[src/rtl/stx_pkg.sv]
package stx_pkg;
  typedef enum logic [1:0] {
    FK_IDLE = 2'd0,
    FK_PRE  = 2'd1,
    FK_BRK  = 2'd2,
    FK_DATA = 2'd3
  } fkind_e;
endpackage

[src/rtl/stx_holdbuf.sv]
module stx_holdbuf #(
  parameter int DATA_W = 8
) (
  input  logic              clk,
  input  logic              rst_n,
  input  logic              wr_stb,
  input  logic [DATA_W-1:0] wr_data,
  input  logic              wr_bit9,
  input  logic              take,
  output logic [DATA_W-1:0] data_q,
  output logic              bit9_q,
  output logic              empty_q
);
  logic empty_n;

  // a write wins over a transfer in the same cycle: the transfer used the old value
  always_comb begin
    empty_n = empty_q;
    if (wr_stb)    empty_n = 1'b0;
    else if (take) empty_n = 1'b1;
  end

  always_ff @(posedge clk or negedge rst_n) begin
    if (!rst_n) begin
      empty_q <= 1'b1;
      data_q  <= '0;
      bit9_q  <= 1'b0;
    end else begin
      empty_q <= empty_n;
      if (wr_stb) begin
        data_q <= wr_data;
        bit9_q <= wr_bit9;
      end
    end
  end

  p_write_fills_r5: assert property (@(posedge clk) disable iff (!rst_n)
    wr_stb |=> !empty_q);
endmodule

[src/rtl/stx_framer.sv]
module stx_framer
  import stx_pkg::*;
#(
  parameter int DATA_W  = 8,
  parameter int FRAME_W = DATA_W + 3,
  parameter int CNT_W   = $clog2(FRAME_W + 1)
) (
  input  fkind_e             kind,
  input  logic [DATA_W-1:0]  data,
  input  logic               bit9,
  input  logic               nine_bit_mode,
  input  logic               par_en,
  input  logic               par_odd,
  output logic [FRAME_W-1:0] frame,
  output logic [CNT_W-1:0]   len
);
  localparam int DW1 = DATA_W + 1;

  logic [DW1-1:0]     dv;
  logic [FRAME_W-1:0] data_frame;
  logic               acc;
  int                 nbits;

  always_comb begin
    nbits = nine_bit_mode ? DW1 : DATA_W;
    dv    = {bit9, data};
    acc   = 1'b0;
    for (int i = 0; i < DW1; i++) begin
      if (i < nbits - 1) acc = acc ^ dv[i];
    end
    for (int i = 0; i < DW1; i++) begin
      if (par_en && (i == nbits - 1)) dv[i] = acc ^ par_odd;
    end
    data_frame    = '1;
    data_frame[0] = 1'b0;
    for (int i = 0; i < DW1; i++) begin
      if (i < nbits) data_frame[i+1] = dv[i];
    end
    case (kind)
      FK_PRE:  frame = '1;
      FK_BRK:  frame = '0;
      default: frame = data_frame;
    endcase
    len = CNT_W'(nbits + 2);
  end
endmodule

[src/rtl/stx_shifter.sv]
module stx_shifter #(
  parameter int FRAME_W = 11,
  parameter int CNT_W   = $clog2(FRAME_W + 1)
) (
  input  logic               clk,
  input  logic               rst_n,
  input  logic               tick,
  input  logic               load,
  input  logic [FRAME_W-1:0] frame,
  input  logic [CNT_W-1:0]   len,
  output logic               busy,
  output logic               last,
  output logic               txd
);
  logic [FRAME_W-1:0] sh_q, sh_n;
  logic [CNT_W-1:0]   cnt_q, cnt_n;

  assign busy = (cnt_q != '0);
  assign last = (cnt_q == CNT_W'(1));
  assign txd  = busy ? sh_q[0] : 1'b1;

  always_comb begin
    sh_n  = sh_q;
    cnt_n = cnt_q;
    if (tick) begin
      if (load) begin
        sh_n  = frame;
        cnt_n = len;
      end else if (busy) begin
        sh_n  = {1'b1, sh_q[FRAME_W-1:1]};
        cnt_n = cnt_q - CNT_W'(1);
      end
    end
  end

  always_ff @(posedge clk or negedge rst_n) begin
    if (!rst_n) begin
      sh_q  <= '1;
      cnt_q <= '0;
    end else begin
      sh_q  <= sh_n;
      cnt_q <= cnt_n;
    end
  end

  p_stable_between_ticks_r5: assert property (@(posedge clk) disable iff (!rst_n)
    !tick |=> $stable(txd));
endmodule

[src/rtl/serial_tx_unit.sv]
module serial_tx_unit
  import stx_pkg::*;
#(
  parameter int DATA_W = 8
) (
  input  logic              clk,
  input  logic              rst_n,
  input  logic              baud_tick,
  input  logic              tx_en,
  input  logic              nine_bit_mode,
  input  logic              par_en,
  input  logic              par_odd,
  input  logic              send_break,
  input  logic              wr_stb,
  input  logic [DATA_W-1:0] wr_data,
  input  logic              wr_bit9,
  input  logic              ie_empty,
  input  logic              ie_done,
  output logic              txd,
  output logic              buf_empty,
  output logic              tx_done,
  output logic              irq_empty,
  output logic              irq_done
);
  localparam int FRAME_W = DATA_W + 3;
  localparam int CNT_W   = $clog2(FRAME_W + 1);

  logic               en_q, pre_q, tc_q;
  logic               en_n, pre_n, tc_n;
  fkind_e             kind_q, kind_n, sel_kind;
  logic               pre_eff, slot;
  logic               load_pre, load_brk, load_dat, load_any;
  logic               busy, last;
  logic [DATA_W-1:0]  buf_data;
  logic               buf_bit9;
  logic [FRAME_W-1:0] frame;
  logic [CNT_W-1:0]   flen;

  stx_holdbuf #(.DATA_W(DATA_W)) u_buf (
    .clk     (clk),
    .rst_n   (rst_n),
    .wr_stb  (wr_stb),
    .wr_data (wr_data),
    .wr_bit9 (wr_bit9),
    .take    (load_dat),
    .data_q  (buf_data),
    .bit9_q  (buf_bit9),
    .empty_q (buf_empty)
  );

  stx_framer #(.DATA_W(DATA_W), .FRAME_W(FRAME_W), .CNT_W(CNT_W)) u_framer (
    .kind          (sel_kind),
    .data          (buf_data),
    .bit9          (buf_bit9),
    .nine_bit_mode (nine_bit_mode),
    .par_en        (par_en),
    .par_odd       (par_odd),
    .frame         (frame),
    .len           (flen)
  );

  stx_shifter #(.FRAME_W(FRAME_W), .CNT_W(CNT_W)) u_shift (
    .clk   (clk),
    .rst_n (rst_n),
    .tick  (baud_tick),
    .load  (load_any),
    .frame (frame),
    .len   (flen),
    .busy  (busy),
    .last  (last),
    .txd   (txd)
  );

  // a preamble is owed from the cycle the enable rises
  assign pre_eff  = pre_q | (tx_en & ~en_q);
  assign slot     = baud_tick & tx_en & (~busy | last);
  assign load_pre = slot & pre_eff;
  assign load_brk = slot & ~pre_eff & send_break;
  assign load_dat = slot & ~pre_eff & ~send_break & ~buf_empty;
  assign load_any = load_pre | load_brk | load_dat;

  always_comb begin
    if (load_pre)      sel_kind = FK_PRE;
    else if (load_brk) sel_kind = FK_BRK;
    else if (load_dat) sel_kind = FK_DATA;
    else               sel_kind = FK_DATA;
  end

  always_comb begin
    en_n = tx_en;
    if (!tx_en || load_pre) pre_n = 1'b0;
    else                    pre_n = pre_eff;
    if (load_any)                  kind_n = sel_kind;
    else if (baud_tick && last)    kind_n = FK_IDLE;
    else                           kind_n = kind_q;
    if (wr_stb || load_any)                    tc_n = 1'b0;
    else if (baud_tick && last && buf_empty)   tc_n = 1'b1;
    else                                       tc_n = tc_q;
  end

  always_ff @(posedge clk or negedge rst_n) begin
    if (!rst_n) begin
      en_q   <= 1'b0;
      pre_q  <= 1'b0;
      kind_q <= FK_IDLE;
      tc_q   <= 1'b1;
    end else begin
      en_q   <= en_n;
      pre_q  <= pre_n;
      kind_q <= kind_n;
      tc_q   <= tc_n;
    end
  end

  assign tx_done   = tc_q;
  assign irq_empty = buf_empty & ie_empty;
  assign irq_done  = tc_q & ie_done;

  p_pre_high_r1: assert property (@(posedge clk) disable iff (!rst_n)
    (busy && kind_q == FK_PRE) |-> txd);
  p_start_low_r3: assert property (@(posedge clk) disable iff (!rst_n)
    load_dat |=> !txd);
  p_empty_on_take_r5: assert property (@(posedge clk) disable iff (!rst_n)
    (load_dat && !wr_stb) |=> buf_empty);
  p_break_low_r6: assert property (@(posedge clk) disable iff (!rst_n)
    (busy && kind_q == FK_BRK) |-> !txd);
  p_write_clears_r7: assert property (@(posedge clk) disable iff (!rst_n)
    wr_stb |=> !tx_done);
  p_done_only_idle_r7: assert property (@(posedge clk) disable iff (!rst_n)
    tx_done |-> !busy);
  p_no_start_disabled_r8: assert property (@(posedge clk) disable iff (!rst_n)
    (!tx_en && !busy) |=> !busy);
endmodule

[config.mk]
export PLATFORM = sky130hd
export DESIGN_NAME = serial_tx_unit
export DESIGN_NICKNAME = d
export VERILOG_FILES = /design/src/rtl/stx_pkg.sv /design/src/rtl/stx_holdbuf.sv /design/src/rtl/stx_framer.sv /design/src/rtl/stx_shifter.sv /design/src/rtl/serial_tx_unit.sv
export SDC_FILE = /design/constraint.sdc
export NUM_CORES = 1
export LEC_CHECK = 0
export ABC_AREA = 1
export ABC_CLOCK_PERIOD_IN_PS = 2700
export BUFFER_PORTS_ARGS = -buffer_cell sky130_fd_sc_hd__buf_4
export CORE_UTILIZATION = 33
export DETAILED_ROUTE_END_ITERATION = 10
export HOLD_SLACK_MARGIN = 0.12
export PLACE_DENSITY = 0.52
export SLEW_MARGIN = 20
export SYNTH_ARGS = -nofsm -noshare
export SYNTH_HDL_FRONTEND = slang
export SYNTH_SLANG_ARGS = --single-unit
[constraint.sdc]
create_clock -name clk -period 2.7 [get_ports clk]
set_clock_uncertainty 0.05 [all_clocks]
set_input_delay 0.54 -clock clk [delete_from_list [all_inputs] [get_ports clk]]
set_output_delay 0.54 -clock clk [all_outputs]
set_load 0.005 [all_outputs]
Yosys cells after proc, flatten, opt, wreduce, memory -nomap -nowiden
Index checks and enable logic that the tools add are counted.
{"block": "word_totals", "inputBits": 20, "regBits": 28, "word_cells": 129}
{"block": "classes", "mux": 41, "reduce_logical": 20, "n_bitwise": 28, "add_sub_neg": 3, "n_lt_le_gt_ge": 18, "eq_ne": 11}
{"cell": "$lt A4 B32 Y1 const A", "count": 8}
{"cell": "$eq A4 B32 Y1 const A", "count": 4}
{"cell": "$lt A3 B32 Y1 const A", "count": 4}
{"cell": "$eq A3 B32 Y1 const A", "count": 2}
{"cell": "$lt A1 B32 Y1 const A", "count": 2}
{"cell": "$lt A2 B32 Y1 const A", "count": 2}
{"cell": "$lt A5 B32 Y1 const A", "count": 2}
{"cell": "$mux W1", "count": 35}
{"cell": "$eq A2 B32 Y1 const A", "count": 1}
{"cell": "$eq A5 B32 Y1 const A", "count": 1}
{"cell": "$logic_not A32 Y1", "count": 1}
{"cell": "$sub A32 B2 Y32 const B", "count": 1}
{"cell": "$mux W11", "count": 2}
{"cell": "$pmux W11 S2", "count": 1}
{"cell": "$logic_and A1 B1 Y1", "count": 11}
{"cell": "$and A1 B1 Y1", "count": 10}
{"cell": "$xor A1 B1 Y1", "count": 9}
{"cell": "$mux W4", "count": 2}
{"cell": "$reduce_bool A2 Y1", "count": 3}
{"cell": "$not A1 Y1", "count": 5}
{"cell": "$add A4 B3 Y4 const B", "count": 1}
{"cell": "$eq A4 B1 Y1 const B", "count": 1}
{"cell": "$or A1 B1 Y1", "count": 4}
{"cell": "$reduce_bool A4 Y1", "count": 1}
{"cell": "7 further kinds", "count": 8}

Longest topological paths before layout
Gate-level depths: netlist of the first run.
{"block": "depth", "depth_word": 25, "depth_mapped": 15, "depth_no_buf": 15}

Cells and area by module
A second synthesis of the first run with hierarchy kept.
{"block": "hier_totals", "cells_unflattened": 248, "area_unflattened_um2": 1813.0}
{"mod": "stx_shifter", "cells_each": 113, "instances": 1, "area_per_inst_um2": 920.9, "seq_area_each_um2": 389.1}
{"mod": "stx_holdbuf", "cells_each": 41, "instances": 1, "area_per_inst_um2": 375.4, "seq_area_each_um2": 251.5}
{"mod": "stx_framer", "cells_each": 66, "instances": 1, "area_per_inst_um2": 315.3, "seq_area_each_um2": 0.0}
{"mod": "serial_tx_unit", "cells_each": 28, "instances": 1, "area_per_inst_um2": 201.4, "seq_area_each_um2": 76.3}

Worst setup path before layout of the first run
No wires, ideal clock.
{"block": "synth_path", "kind": "register -> register", "from": "register u_shift.cnt_q[0]", "to": "register u_shift.cnt_q[0]", "required_ns": 2.533, "setup_ns": 0.117, "setup_slack_ns": 1.087, "path_stages_with_launch": 11, "synth_period_minus_slack_ns": 1.613, "n_path_buf": 0, "arrival_time_ns": 1.446, "cell_sequence": "dfrtp_1 -> inv_1 -> ha_1 -> o21ai_2 -> nor2_8 -> nand2_8 -> inv_6 -> nor2_8 -> inv_4 -> o21ai_1 -> inv_1"}
{"block": "synth_via", "elab_chain_cells": 10, "elab_cells_between_ends": 17, "cone_classes": "add/sub (1); eq/ne (1); mux (2); bitwise (10); reduce/logical (3)"}
{"item": "start: declaration", "line_no": "stx_shifter.sv:16", "text": "logic [CNT_W-1:0] cnt_q, cnt_n;"}
{"item": "start signal: assignment", "line_no": "stx_shifter.sv:42", "text": "cnt_q <= cnt_n;"}
{"item": "$reduce_bool A4 Y1", "line_no": "stx_shifter.sv:18", "text": "assign busy = (cnt_q != '0);"}
{"item": "$not A1 Y1", "line_no": "serial_tx_unit.sv:76", "text": "assign slot = baud_tick & tx_en & (~busy | last);"}
{"item": "$or A1 B1 Y1", "line_no": "serial_tx_unit.sv:76"}
{"item": "$and A1 B1 Y1", "line_no": "serial_tx_unit.sv:76"}
{"item": "$and A1 B1 Y1", "line_no": "serial_tx_unit.sv:78, serial_tx_unit.sv:79"}
{"item": "$and A1 B1 Y1, on equally long branches", "line_no": "serial_tx_unit.sv:78, serial_tx_unit.sv:79"}
{"item": "$or A1 B1 Y1 / $and A1 B1 Y1 (equally long branches)", "line_no": "serial_tx_unit.sv:80, serial_tx_unit.sv:79"}
{"item": "$or A1 B1 Y1", "line_no": "serial_tx_unit.sv:80", "text": "assign load_any = load_pre | load_brk | load_dat;"}
{"item": "$reduce_bool A2 Y1 (no line)"}
{"item": "$reduce_and A2 Y1 (no line)"}
Parallel ways exist; a longest one is shown, timed or not. The select of a mux whose other input is x is not followed.
A chain may end at the register's enable or synchronous reset.

Final worst setup path of the first run
{"block": "layout_path", "from": "register u_shift.cnt_q[0]", "to": "output txd"}
{"block": "layout_via", "elab_chain_cells": 2}
{"item": "$reduce_bool A4 Y1", "line_no": "stx_shifter.sv:18"}
{"item": "$mux W1", "line_no": "stx_shifter.sv:20", "text": "assign txd = busy ? sh_q[0] : 1'b1;"}
{"item": "end: declaration", "line_no": "serial_tx_unit.sv:19", "text": "output logic txd,"}
No other way between the ends.

==> results of run 1 <==
-- cells in the final DEF, fill, tap and decap left out, types with 3 or more instances in the layout --
cell | Yosys | final
sky130_fd_sc_hd__a21oi_1 | 3 | 3
sky130_fd_sc_hd__buf_4 | 0 | 24
sky130_fd_sc_hd__clkbuf_8 | 0 | 3
sky130_fd_sc_hd__dfrtp_1 | 15 | 15
sky130_fd_sc_hd__dfstp_2 | 13 | 13
sky130_fd_sc_hd__inv_1 | 22 | 22
sky130_fd_sc_hd__inv_2 | 4 | 4
sky130_fd_sc_hd__nand2_1 | 54 | 54
sky130_fd_sc_hd__nand3_1 | 8 | 8
sky130_fd_sc_hd__nor2_1 | 4 | 4
sky130_fd_sc_hd__nor2_4 | 4 | 4
sky130_fd_sc_hd__nor2_8 | 3 | 3
sky130_fd_sc_hd__o211ai_1 | 5 | 5
sky130_fd_sc_hd__o21ai_0 | 14 | 14
sky130_fd_sc_hd__o21ai_1 | 11 | 11
-- power breakdown --
group	total (mW)	switching (mW)	leakage (nW)	internal, mW
combinational	0.460	0.267	0.546	0.194
clock	0.232	0.126	0.0228	0.106
sequential	0.668	0.0802	0.315	0.587
total	1.36	0.473	0.885	0.887
-- sequential cells by signal, indices dropped and copies added, names as in the netlist --
register       cells
en_q               1
tx_done            1
u_buf.bit9_q       1
u_shift.cnt_q      4
u_buf.data_q       8
u_buf.empty_q      1
u_shift.sh_q      11
pre_q              1
-- critical path, stage by stage, from the launching register on --
cell and delay [ps]:
sky130_fd_sc_hd__dfrtp_1 420, sky130_fd_sc_hd__inv_1 80, sky130_fd_sc_hd__ha_1 230, sky130_fd_sc_hd__nand2_1 120
sky130_fd_sc_hd__nand2_1 60, sky130_fd_sc_hd__buf_4 130
-- routing by layer --
layer / GRT usage / up-vias
met5: 0 / -
met4: 0.0196 / 0
met3: 0.0366 / 4
met2: 0.220 / 19
met1: 0.179 / 548
li1: - / 649
-- final cells by class --
cell class / instances / area [um^2] / share of cell area
Sequential cell: 28 / 717 / 0.386
Multi-Input combinational cell: 126 / 729 / 0.392
Clock buffer: 4 / 45.0 / 0.0242
Inverter: 28 / 113 / 0.0606
Timing Repair Buffer: 25 / 190 / 0.102
Tap cell: 52 / 65.1 / 0.0350
-- cells by family (layout without fill, tap and decap cells) --
kind of cell | count (synthesis) | after routing | share of synthesized area
AO/OA/AOI/OAI | 39 | 39 | 0.145
XOR/XNOR | 1 | 1 | 0.00550
flip-flops | 28 | 28 | 0.450
buffers and inverters | 32 | 57 | 0.0919
adder cells (fa/ha/maj) | 2 | 2 | 0.0157
AND/OR/NAND/NOR | 82 | 82 | 0.278
multiplexers | 2 | 2 | 0.0141
-- per-stage QoR --
stage          worst slack, ps  hold slack [ps]  power, mW
6_report                   795              336       1.36
5_1_grt                    678              322       1.47
4_1_cts                    771              328       1.38
3_5_place_dp               846              411       1.14
3_3_place_gp               879              409       1.14
2_1_floorplan             1090              194       1.02
-- worst min path at each step --
stage	endpoint	slack (ps)	cells after the start	start
floorplan	en_q	190	0	rst_n
global placement	u_shift.sh_q[1]	410	2	u_shift.sh_q[1]
detailed placement	u_shift.sh_q[5]	410	2	u_shift.sh_q[5]
CTS	en_q	330	1	tx_en
global route	en_q	320	1	tx_en
finish	en_q	340	1	tx_en
-- repair_timing --
action | 4_1_cts | 5_1_grt
hold buffers | 1 | 0
endpoints found under the hold margin | 1 | 0
endpoints found under the setup margin | 0 | 0
==> results.json, run 1 <==
{
  "clock_latency_ps": 270,
  "routed-wl-met2_um": 1470,
  "ir_worst_vdd_mv": 0.327,
  "clock_tree.buffer_depth": 2,
  "final_weighted_congestion_of_routability_driven_global_placement": 0.729,
  "min_path_type": "in2reg",
  "post-synth-top-area-fraction": 0.236,
  "worst-path-max-fanout": 4,
  "drtAntennaViolNets": 0,
  "detailed_place.area_um2": 1800,
  "timing.critical_path.from_type": "flop",
  "dpl.hpwl_um": 2380,
  "max_cap_viol_count": 0,
  "final_cells": 263,
  "synth_edf_count": 0,
  "mappedNetlistArea_um2": 1590,
  "worst_r2r_endpoint": "u_shift.cnt_q[0]",
  "fraction_of_final_layout_cells_with_drive_strength_greater_than_1": 0.299,
  "synth_area_leader": "sky130_fd_sc_hd__dfrtp_1",
  "min_period_ps": 1900,
  "die_height_um": 71.5,
  "floorplan.core_area_um2": 4500,
  "grt_first_pass_wirelength_um": 5310,
  "wl_per_cell_um": 11.7,
  "yosys-top-cells-area": "sky130_fd_sc_hd__dfrtp_1 (24%), sky130_fd_sc_hd__dfstp_2 (21%), sky130_fd_sc_hd__nand2_1 (13%)",
  "rrSetupSlack_ps": 860,
  "setup.worst_path.class": "reg2out",
  "finalMaxSlewViolations": 0,
  "critical_path_required_ps": 2110,
  "area_growth_pct": 16.7,
  "max_clock_freq_ghz": 0.525,
  "grt_setup_unrepaired": "false",
  "layout_worst_path_cycle_share": 0.705,
  "run_status": "completed",
  "critPathCaptureType": "primary output",
  "power_leakage_nw": 0.885,
  "synth_fp_nets": 208,
  "syn_avg_cell_area_um2": 8.56,
  "setup_viol": 0,
  "die_width_um": 71.5,
  "finish.net_count": 234,
  "tritoncts": "yes",
  "antennaDiodeCount": 0,
  "drtPass1Iterations": 4,
  "placed_cells_incl_taps": 258,
  "cts-buffers-inserted": 3,
  "synth_most_common_cell": "sky130_fd_sc_hd__nand2_1",
  "floorplan.die_area_um2": 5110,
  "grt_start_max_net_pins": 29,
  "final_core_density": 0.413,
  "ff_latch_count_synth": 28,
  "numClockSinks": 28,
  "synth.distinct_cells": 33,
  "slew-limit-headroom": 0.764,
  "io_buffer_count": 24,
  "grt-ovfl-total": 0,
  "count_of_buffers_added_by_post_cts_timing_repair_for_setup": 0,
  "synth_ff_type": "sky130_fd_sc_hd__dfrtp_1",
  "gr-usage-all-layers": 0.133,
  "first_global_vias": 1165,
  "post-route-cell-area_um2": 1860,
  "routed_wl_um": 3090,
  "highest-signal-layer": "met4",
  "worst_pin_slew_ps": 354,
  "yosys_warnings": 0,
  "async_reset_ff_frac": 1.00,
  "setup-tns-final_ps": 0,
  "synthesis.instances": 186,
  "detail_route.drc_violations": 0,
  "arrival_time_reported_for_the_critical_path_endpoint_ps": 1310,
  "endpoint": "txd",
  "power.density_nw_per_um2": 731,
  "hold_viol": 0,
  "dr.first_iter.drc_count": 56,
  "timing.critical_path.from": "u_shift.cnt_q[0]",
  "fillerInstances": 462,
  "post_cts.resized_instances": 0,
  "share_of_synthesized_area_occupied_by_flip_flops_and_latches": 0.450,
  "design.portCount": 25,
  "worst-r2r-cell-count": 10,
  "met3WireLength_um": 111,
  "antenna_found_initial": 0,
  "path_clk_slew_ps": 100,
  "core_rows": 24,
  "wirelength_met1_um": 1490,
  "regToRegStartpoint": "u_shift.cnt_q[0]",
  "clock_tree.root_cell": "sky130_fd_sc_hd__clkbuf_8",
  "start_util": 0.354,
  "htree_num_levels": 1,
  "ys_top_cells_by_count": "sky130_fd_sc_hd__nand2_1 (54), sky130_fd_sc_hd__inv_1 (22), sky130_fd_sc_hd__dfrtp_1 (15)",
  "dr_total_vias": 1220,
  "via_per_inst": 4.64
}
Power figures use the tool's default switching activity.
==> run 2: changes to the inputs <==
--- a/config.mk
+++ b/config.mk
@@ -6,7 +6,7 @@
 export NUM_CORES = 1
 export LEC_CHECK = 0
 export ABC_AREA = 1
-export ABC_CLOCK_PERIOD_IN_PS = 2700
+export ABC_CLOCK_PERIOD_IN_PS = 1890
 export BUFFER_PORTS_ARGS = -buffer_cell sky130_fd_sc_hd__buf_4
 export CORE_UTILIZATION = 33
 export DETAILED_ROUTE_END_ITERATION = 10
==> constraint.sdc (replaced) <==
create_clock -name clk -period 1.89 [get_ports clk]
set_clock_uncertainty 0.05 [all_clocks]
set_input_delay 0.378 -clock clk [delete_from_list [all_inputs] [get_ports clk]]
set_output_delay 0.378 -clock clk [all_outputs]
set_load 0.005 [all_outputs]
==> run 2 against run 1 <==
Against the previous run:
- setup slack got worse by 680 ps
- first-iteration DRC count decreased by 18%
- highest routed layer unchanged
- power increased by 59%
- utilization increased by 1.4 points
- critical path type unchanged
- clock power increased by 100%
- via count increased by 0.25%
- clock-buffer cell count decreased by 1
- final cell count increased by 1.5%
- routed wire length increased by 2.5%
- die area unchanged
- sequential cell count unchanged
- non-clock buffer count increased by 4
==> results.json, run 2 (synthesis gave the netlist of run 1 again) <==
{
  "finish.net_count": 238,
  "start_util": 0.354,
  "worst_pin_slew_ps": 367,
  "clock_tree.buffer_depth": 2,
  "min_path_type": "in2reg",
  "dr_total_vias": 1223,
  "critPathMostFrequentCell": "sky130_fd_sc_hd__nand2_1",
  "grt_setup_unrepaired": "false",
  "critical_path_required_ps": 1460,
  "max_clock_freq_ghz": 0.565,
  "final_weighted_congestion_of_routability_driven_global_placement": 0.761,
  "post-route-cell-area_um2": 1920,
  "grt_first_pass_wirelength_um": 5610,
  "largest-register": "u_shift.sh_q",
  "hold_viol": 0,
  "timing.final.ws_setup_ps": 119,
  "wl_per_cell_um": 11.9,
  "pwr-share-comb": 0.339,
  "via_per_inst": 4.58,
  "routed_wl_um": 3170,
  "slew-limit-headroom": 0.756,
  "final_common_cell": "sky130_fd_sc_hd__nand2_1",
  "power.density_nw_per_um2": 1120,
  "htree_num_levels": 1,
  "power_leakage_nw": 0.917,
  "netSwitchingPower_uw": 712,
  "clock_tree.root_cell": "sky130_fd_sc_hd__clkbuf_8",
  "setup_viol": 0,
  "io_buffer_count": 24,
  "numClockSinks": 28,
  "tritoncts": "yes",
  "clock_power_frac": 0.220,
  "setup-tns-final_ps": 0,
  "arrival_time_reported_for_the_critical_path_endpoint_ps": 1340,
  "worst-path-max-fanout": 4,
  "path_clk_slew_ps": 100,
  "drtPass1Iterations": 4,
  "min_period_ps": 1770,
  "clock_latency_ps": 280,
  "gr-usage-all-layers": 0.139,
  "area_growth_pct": 20.7,
  "internal_power_mw": 1.44,
  "netSwitchingFraction": 0.330,
  "max_cap_viol_count": 0,
  "antennaDiodeCount": 0,
  "crit_path_cell_trace": "inv_1 > ha_1 > nand2_1 > nand2_1 > buf_4",
  "grt-ovfl-total": 0,
  "dpl.hpwl_um": 2350,
  "critPathCaptureType": "primary output",
  "dr.first_iter.drc_count": 46,
  "setup.worst_path.class": "reg2out",
  "finalMaxSlewViolations": 0,
  "fillerInstances": 461,
  "layout_worst_path_cycle_share": 0.937,
  "grt_start_max_net_pins": 29,
  "largest_reg_flops": 11,
  "final_cell_mix": "sky130_fd_sc_hd__nand2_1 (54), sky130_fd_sc_hd__buf_4 (28), sky130_fd_sc_hd__inv_1 (22)",
  "ir_worst_vdd_mv": 0.544,
  "run_status": "completed",
  "pwr-share-seq": 0.441,
  "die_height_um": 71.5,
  "critPathSlowestCell": "sky130_fd_sc_hd__dfrtp_1",
  "drtAntennaViolNets": 0,
  "largest_regs": "u_shift.sh_q: 11 flops, u_buf.data_q: 8 flops, u_shift.cnt_q: 4 flops",
  "floorplan.die_area_um2": 5110,
  "timing.critical_path.from_type": "flop",
  "dp_slack_ps": 138,
  "floorplan.core_area_um2": 4500,
  "detailed_place.area_um2": 1820,
  "cts-buffers-inserted": 3,
  "design.portCount": 25,
  "cp_slowest_stage_delay_ps": 410,
  "core_rows": 24,
  "detail_route.drc_violations": 0,
  "first_global_vias": 1225,
  "antenna_found_initial": 0,
  "fraction_of_final_layout_cells_with_drive_strength_greater_than_1": 0.316,
  "die_width_um": 71.5
}
-- run 2: changes by cell type in the layout (fill, tap and decap cells not counted), sizes merged --
cell / before / now
clkbuf: 4 / 3
bufinv: 0 / 1
buf: 24 / 28
-- run 2: worst max-delay path, delay by kind of cell, from the launching register on --
family                     cells  cell delay [ps]
adders and majority gates      1              260
buffers and inverters          2              210
DFF                            1              410
and+or+nand+nor                2              180
-- run 2: layout make-up --
class | instances | area, um^2 | area share
multi-input combinational | 126 | 737 | 0.383
inverter | 28 | 113 | 0.0586
clock inverter | 1 | 30.0 | 0.0156
tap | 52 | 65.1 | 0.0338
timing repair buffer | 29 | 220 | 0.115
clock buffer | 3 | 41.3 | 0.0215
sequential | 28 | 717 | 0.373
-- run 2: power by group through the flow --
stage                     registers [mW]  logic [mW]  clock network (mW)
after floorplan                    0.937       0.525                   0
after global placement             0.964       0.675                   0
after detailed placement           0.963       0.680                   0
after CTS                          0.953       0.683               0.495
after global routing               0.978       0.839               0.515
final                              0.951       0.731               0.475
-- run 2: final timing paths --
kind	start	to	slack [ps]	depth (start not counted)
hold reg to reg	u_shift.sh_q[5]	u_shift.sh_q[5]	420	2
setup reg to reg	u_shift.cnt_q[0]	u_shift.sh_q[3]	130	10
setup / recovery	u_shift.cnt_q[0]	txd	120	5
min in group asynchronous	rst_n	u_shift.cnt_q[3]	500	2
max in group asynchronous	rst_n	u_shift.sh_q[3]	980	2
hold / removal	tx_en	en_q	180	1
-- run 2: per-layer routing --
layer	up-vias	share of wire	GRT usage
li1	653	-	-
met1	546	0.49	0.180
met2	19	0.47	0.236
met3	5	0.033	0.0352
met4	0	0.0085	0.0261
met5	-	0	0
-- run 2: stage by stage --
stage | hold WS (ps) | cells | total power [mW] | util
detailed placement | 272 | 260 | 1.64 | 0.404
global placement | 274 | 260 | 1.64 | 0.404
global route | 163 | 267 | 2.33 | 0.427
floorplan | 32.4 | 186 | 1.46 | -
finish | 175 | 267 | 2.16 | 0.427
CTS | 169 | 265 | 2.13 | 0.422
-- run 2: timing repair --
| action | 4_1_cts | 5_1_grt |
|---|---|---|
| endpoints found under the hold margin | 15 | 0 |
| setup buffers | 0 | 2 |
| setup endpoints to repair | 0 | 3 |
| gates resized for setup | 0 | 1 |
| hold buffers | 1 | 0 |
==> run 3: changes to the inputs <==
--- a/config.mk
+++ b/config.mk
@@ -8,10 +8,12 @@
 export ABC_AREA = 1
 export ABC_CLOCK_PERIOD_IN_PS = 1890
 export BUFFER_PORTS_ARGS = -buffer_cell sky130_fd_sc_hd__buf_4
+export CELL_PAD_IN_SITES_DETAIL_PLACEMENT = 0
+export CELL_PAD_IN_SITES_GLOBAL_PLACEMENT = 1
 export CORE_UTILIZATION = 33
 export DETAILED_ROUTE_END_ITERATION = 10
 export HOLD_SLACK_MARGIN = 0.12
-export PLACE_DENSITY = 0.52
+export PLACE_DENSITY = 0.65
 export SLEW_MARGIN = 20
 export SYNTH_ARGS = -nofsm -noshare
 export SYNTH_HDL_FRONTEND = slang
==> run 3 against run 2 <==
Against the previous run:
- power is 5.3% lower
- via count grew 7.0%
- sequential power hardly changed
- global-route usage shrank 0.76 points
- die area unchanged
- combinational power shrank 2%
- final cell count rose by 0.37%
- sequential cell count unchanged
- critical endpoint is now u_shift.cnt_q[0]
- largest power group unchanged
==> results.json, run 3 (synthesis gave the netlist of run 1 again) <==
{
  "max_clock_freq_ghz": 0.573,
  "final_common_cell": "sky130_fd_sc_hd__nand2_1",
  "core_rows": 24,
  "clock_tree.root_cell": "sky130_fd_sc_hd__clkbuf_8",
  "first_global_vias": 1164,
  "cp_top_family": "simple AND/OR/NAND/NOR gates",
  "layout.area.seq_um2": 717,
  "routed_wl_um": 3180,
  "design.portCount": 25,
  "detailed_place.area_um2": 1810,
  "dr.first_iter.drc_count": 59,
  "crit_path_cell_trace": "inv_1 > ha_1 > o21ai_4 > nor2_8 > nand2_8 > inv_6 > nor2_8 > inv_4 > o21ai_1 > inv_1",
  "worst_r2r_endpoint": "u_shift.cnt_q[0]",
  "fraction_of_final_layout_cells_with_drive_strength_greater_than_1": 0.319,
  "fillerInstances": 461,
  "clock_latency_ps": 280,
  "wl_per_cell_um": 11.9,
  "placed_cells_incl_taps": 259,
  "tritoncts": "yes",
  "floorplan.core_area_um2": 4500,
  "htree_num_levels": 1,
  "finalMaxSlewViolations": 0,
  "dpl.hpwl_um": 2430,
  "rrSetupSlack_ps": 150,
  "drtAntennaViolNets": 0,
  "worst_pin_slew_ps": 359,
  "hold_viol": 0,
  "min-delay-start": "tx_en",
  "floorplan.die_area_um2": 5110,
  "cp_slowest_stage_delay_ps": 380,
  "largest_regs": "u_shift.sh_q: 11 flops, u_buf.data_q: 8 flops, u_shift.cnt_q: 4 flops",
  "gr-usage-all-layers": 0.131,
  "largest-register": "u_shift.sh_q",
  "via_per_inst": 4.88,
  "worst-path-max-fanout": 14,
  "power.density_nw_per_um2": 1070,
  "critical_path_required_ps": 2010,
  "setup.worst_path.class": "reg2reg",
  "critPathCaptureType": "flop",
  "grt_first_pass_wirelength_um": 5290,
  "critPathSlowestCell": "sky130_fd_sc_hd__dfrtp_1",
  "cts-buffers-inserted": 3,
  "power_leakage_nw": 0.916,
  "finish.net_count": 239,
  "holdPathEnd": "en_q",
  "dp_slack_ps": 60.9,
  "min_path_type": "in2reg",
  "die_width_um": 71.5,
  "grt-ovfl-total": 0,
  "antenna_found_initial": 0,
  "timing.critical_path.from_type": "flop",
  "die_height_um": 71.5,
  "min_delay_path_depth": 1,
  "numClockSinks": 28,
  "count_of_buffering_cells_on_the_critical_path_with_inverters_included": 4,
  "setup_viol": 0,
  "ir_worst_vdd_mv": 0.504,
  "final_cells": 268,
  "io_buffer_count": 24,
  "start_util": 0.354,
  "slew-limit-headroom": 0.761,
  "setup-tns-final_ps": 0,
  "layout_worst_path_cycle_share": 0.923,
  "drtPass1Iterations": 4,
  "post-route-cell-area_um2": 1910,
  "final_cell_mix": "sky130_fd_sc_hd__nand2_1 (54), sky130_fd_sc_hd__buf_4 (29), sky130_fd_sc_hd__inv_1 (22)",
  "path_clk_slew_ps": 90,
  "min_period_ps": 1740,
  "area_growth_pct": 20.2,
  "multi_input_comb_area_um2": 737,
  "worst-r2r-cell-count": 10,
  "clock_tree.buffer_depth": 2,
  "regToRegStartpoint": "u_shift.cnt_q[0]",
  "final_core_density": 0.425,
  "grt_start_max_net_pins": 29,
  "antennaDiodeCount": 0,
  "run_status": "completed",
  "final_weighted_congestion_of_routability_driven_global_placement": 0.728,
  "max_cap_viol_count": 0,
  "timing.final.ws_setup_ps": 146,
  "largest_reg_flops": 11,
  "arrival_time_reported_for_the_critical_path_endpoint_ps": 1870,
  "dr_total_vias": 1308,
  "detail_route.drc_violations": 0
}
==> run 3: cell types whose count changed in the layout (fill, tap and decap cells not counted), sizes merged <==
cell and change:
clkbuf +1, buf +1, bufinv -1
==> run 3: layout make-up <==
type,count,area share
clock buffer,4,0.0288
tap,52,0.0340
sequential,28,0.375
timing repair buffer,30,0.119
multi-input combinational,126,0.385
inverter,28,0.0588
==> run 3: worst max-delay path by stage <==
stage	from	to	slack, ps	depth (start not counted)
finish	u_shift.cnt_q[0]	u_shift.cnt_q[0]	150	10
global route	u_shift.cnt_q[0]	u_shift.cnt_q[0]	-4	10
CTS	u_shift.cnt_q[0]	u_shift.cnt_q[0]	50	10
detailed placement	u_shift.cnt_q[0]	u_shift.cnt_q[0]	60	10
global placement	u_shift.cnt_q[0]	u_shift.cnt_q[0]	120	10
floorplan	u_shift.cnt_q[0]	u_shift.cnt_q[0]	280	10
==> run 3: where the power goes <==
part | switching (mW) | total (mW) | leakage, nW | internal (mW)
Sequential | 0.110 | 0.950 | 0.315 | 0.839
Combinational | 0.398 | 0.717 | 0.572 | 0.318
Clock | 0.190 | 0.377 | 0.0288 | 0.187
==> run 3: metrics by stage <==
| step | power (mW) | hold WS, ps |
|---|---|---|
| 3_3_place_gp | 1.62 | 269 |
| 5_1_grt | 2.21 | 161 |
| 4_1_cts | 2.02 | 166 |
| 6_report | 2.04 | 176 |
| 2_1_floorplan | 1.46 | 32.4 |
| 3_5_place_dp | 1.63 | 271 |
==> run 3: repair_timing <==
action	CTS	global route
endpoints found under the hold margin	15	0
buffers inserted	0	4
gates resized for setup	0	1
hold buffers	1	0
setup endpoints to repair	0	7
==> run 3: per-layer routing <==
layer / routed length (um) / part of all wire / global-route usage / up-vias
met5: 0 / 0 / 0 / -
met4: 55 / 0.017 / 0.0349 / 0
met3: 162 / 0.051 / 0.0253 / 6
met2: 1530 / 0.48 / 0.217 / 38
met1: 1440 / 0.45 / 0.176 / 604
li1: - / - / - / 660
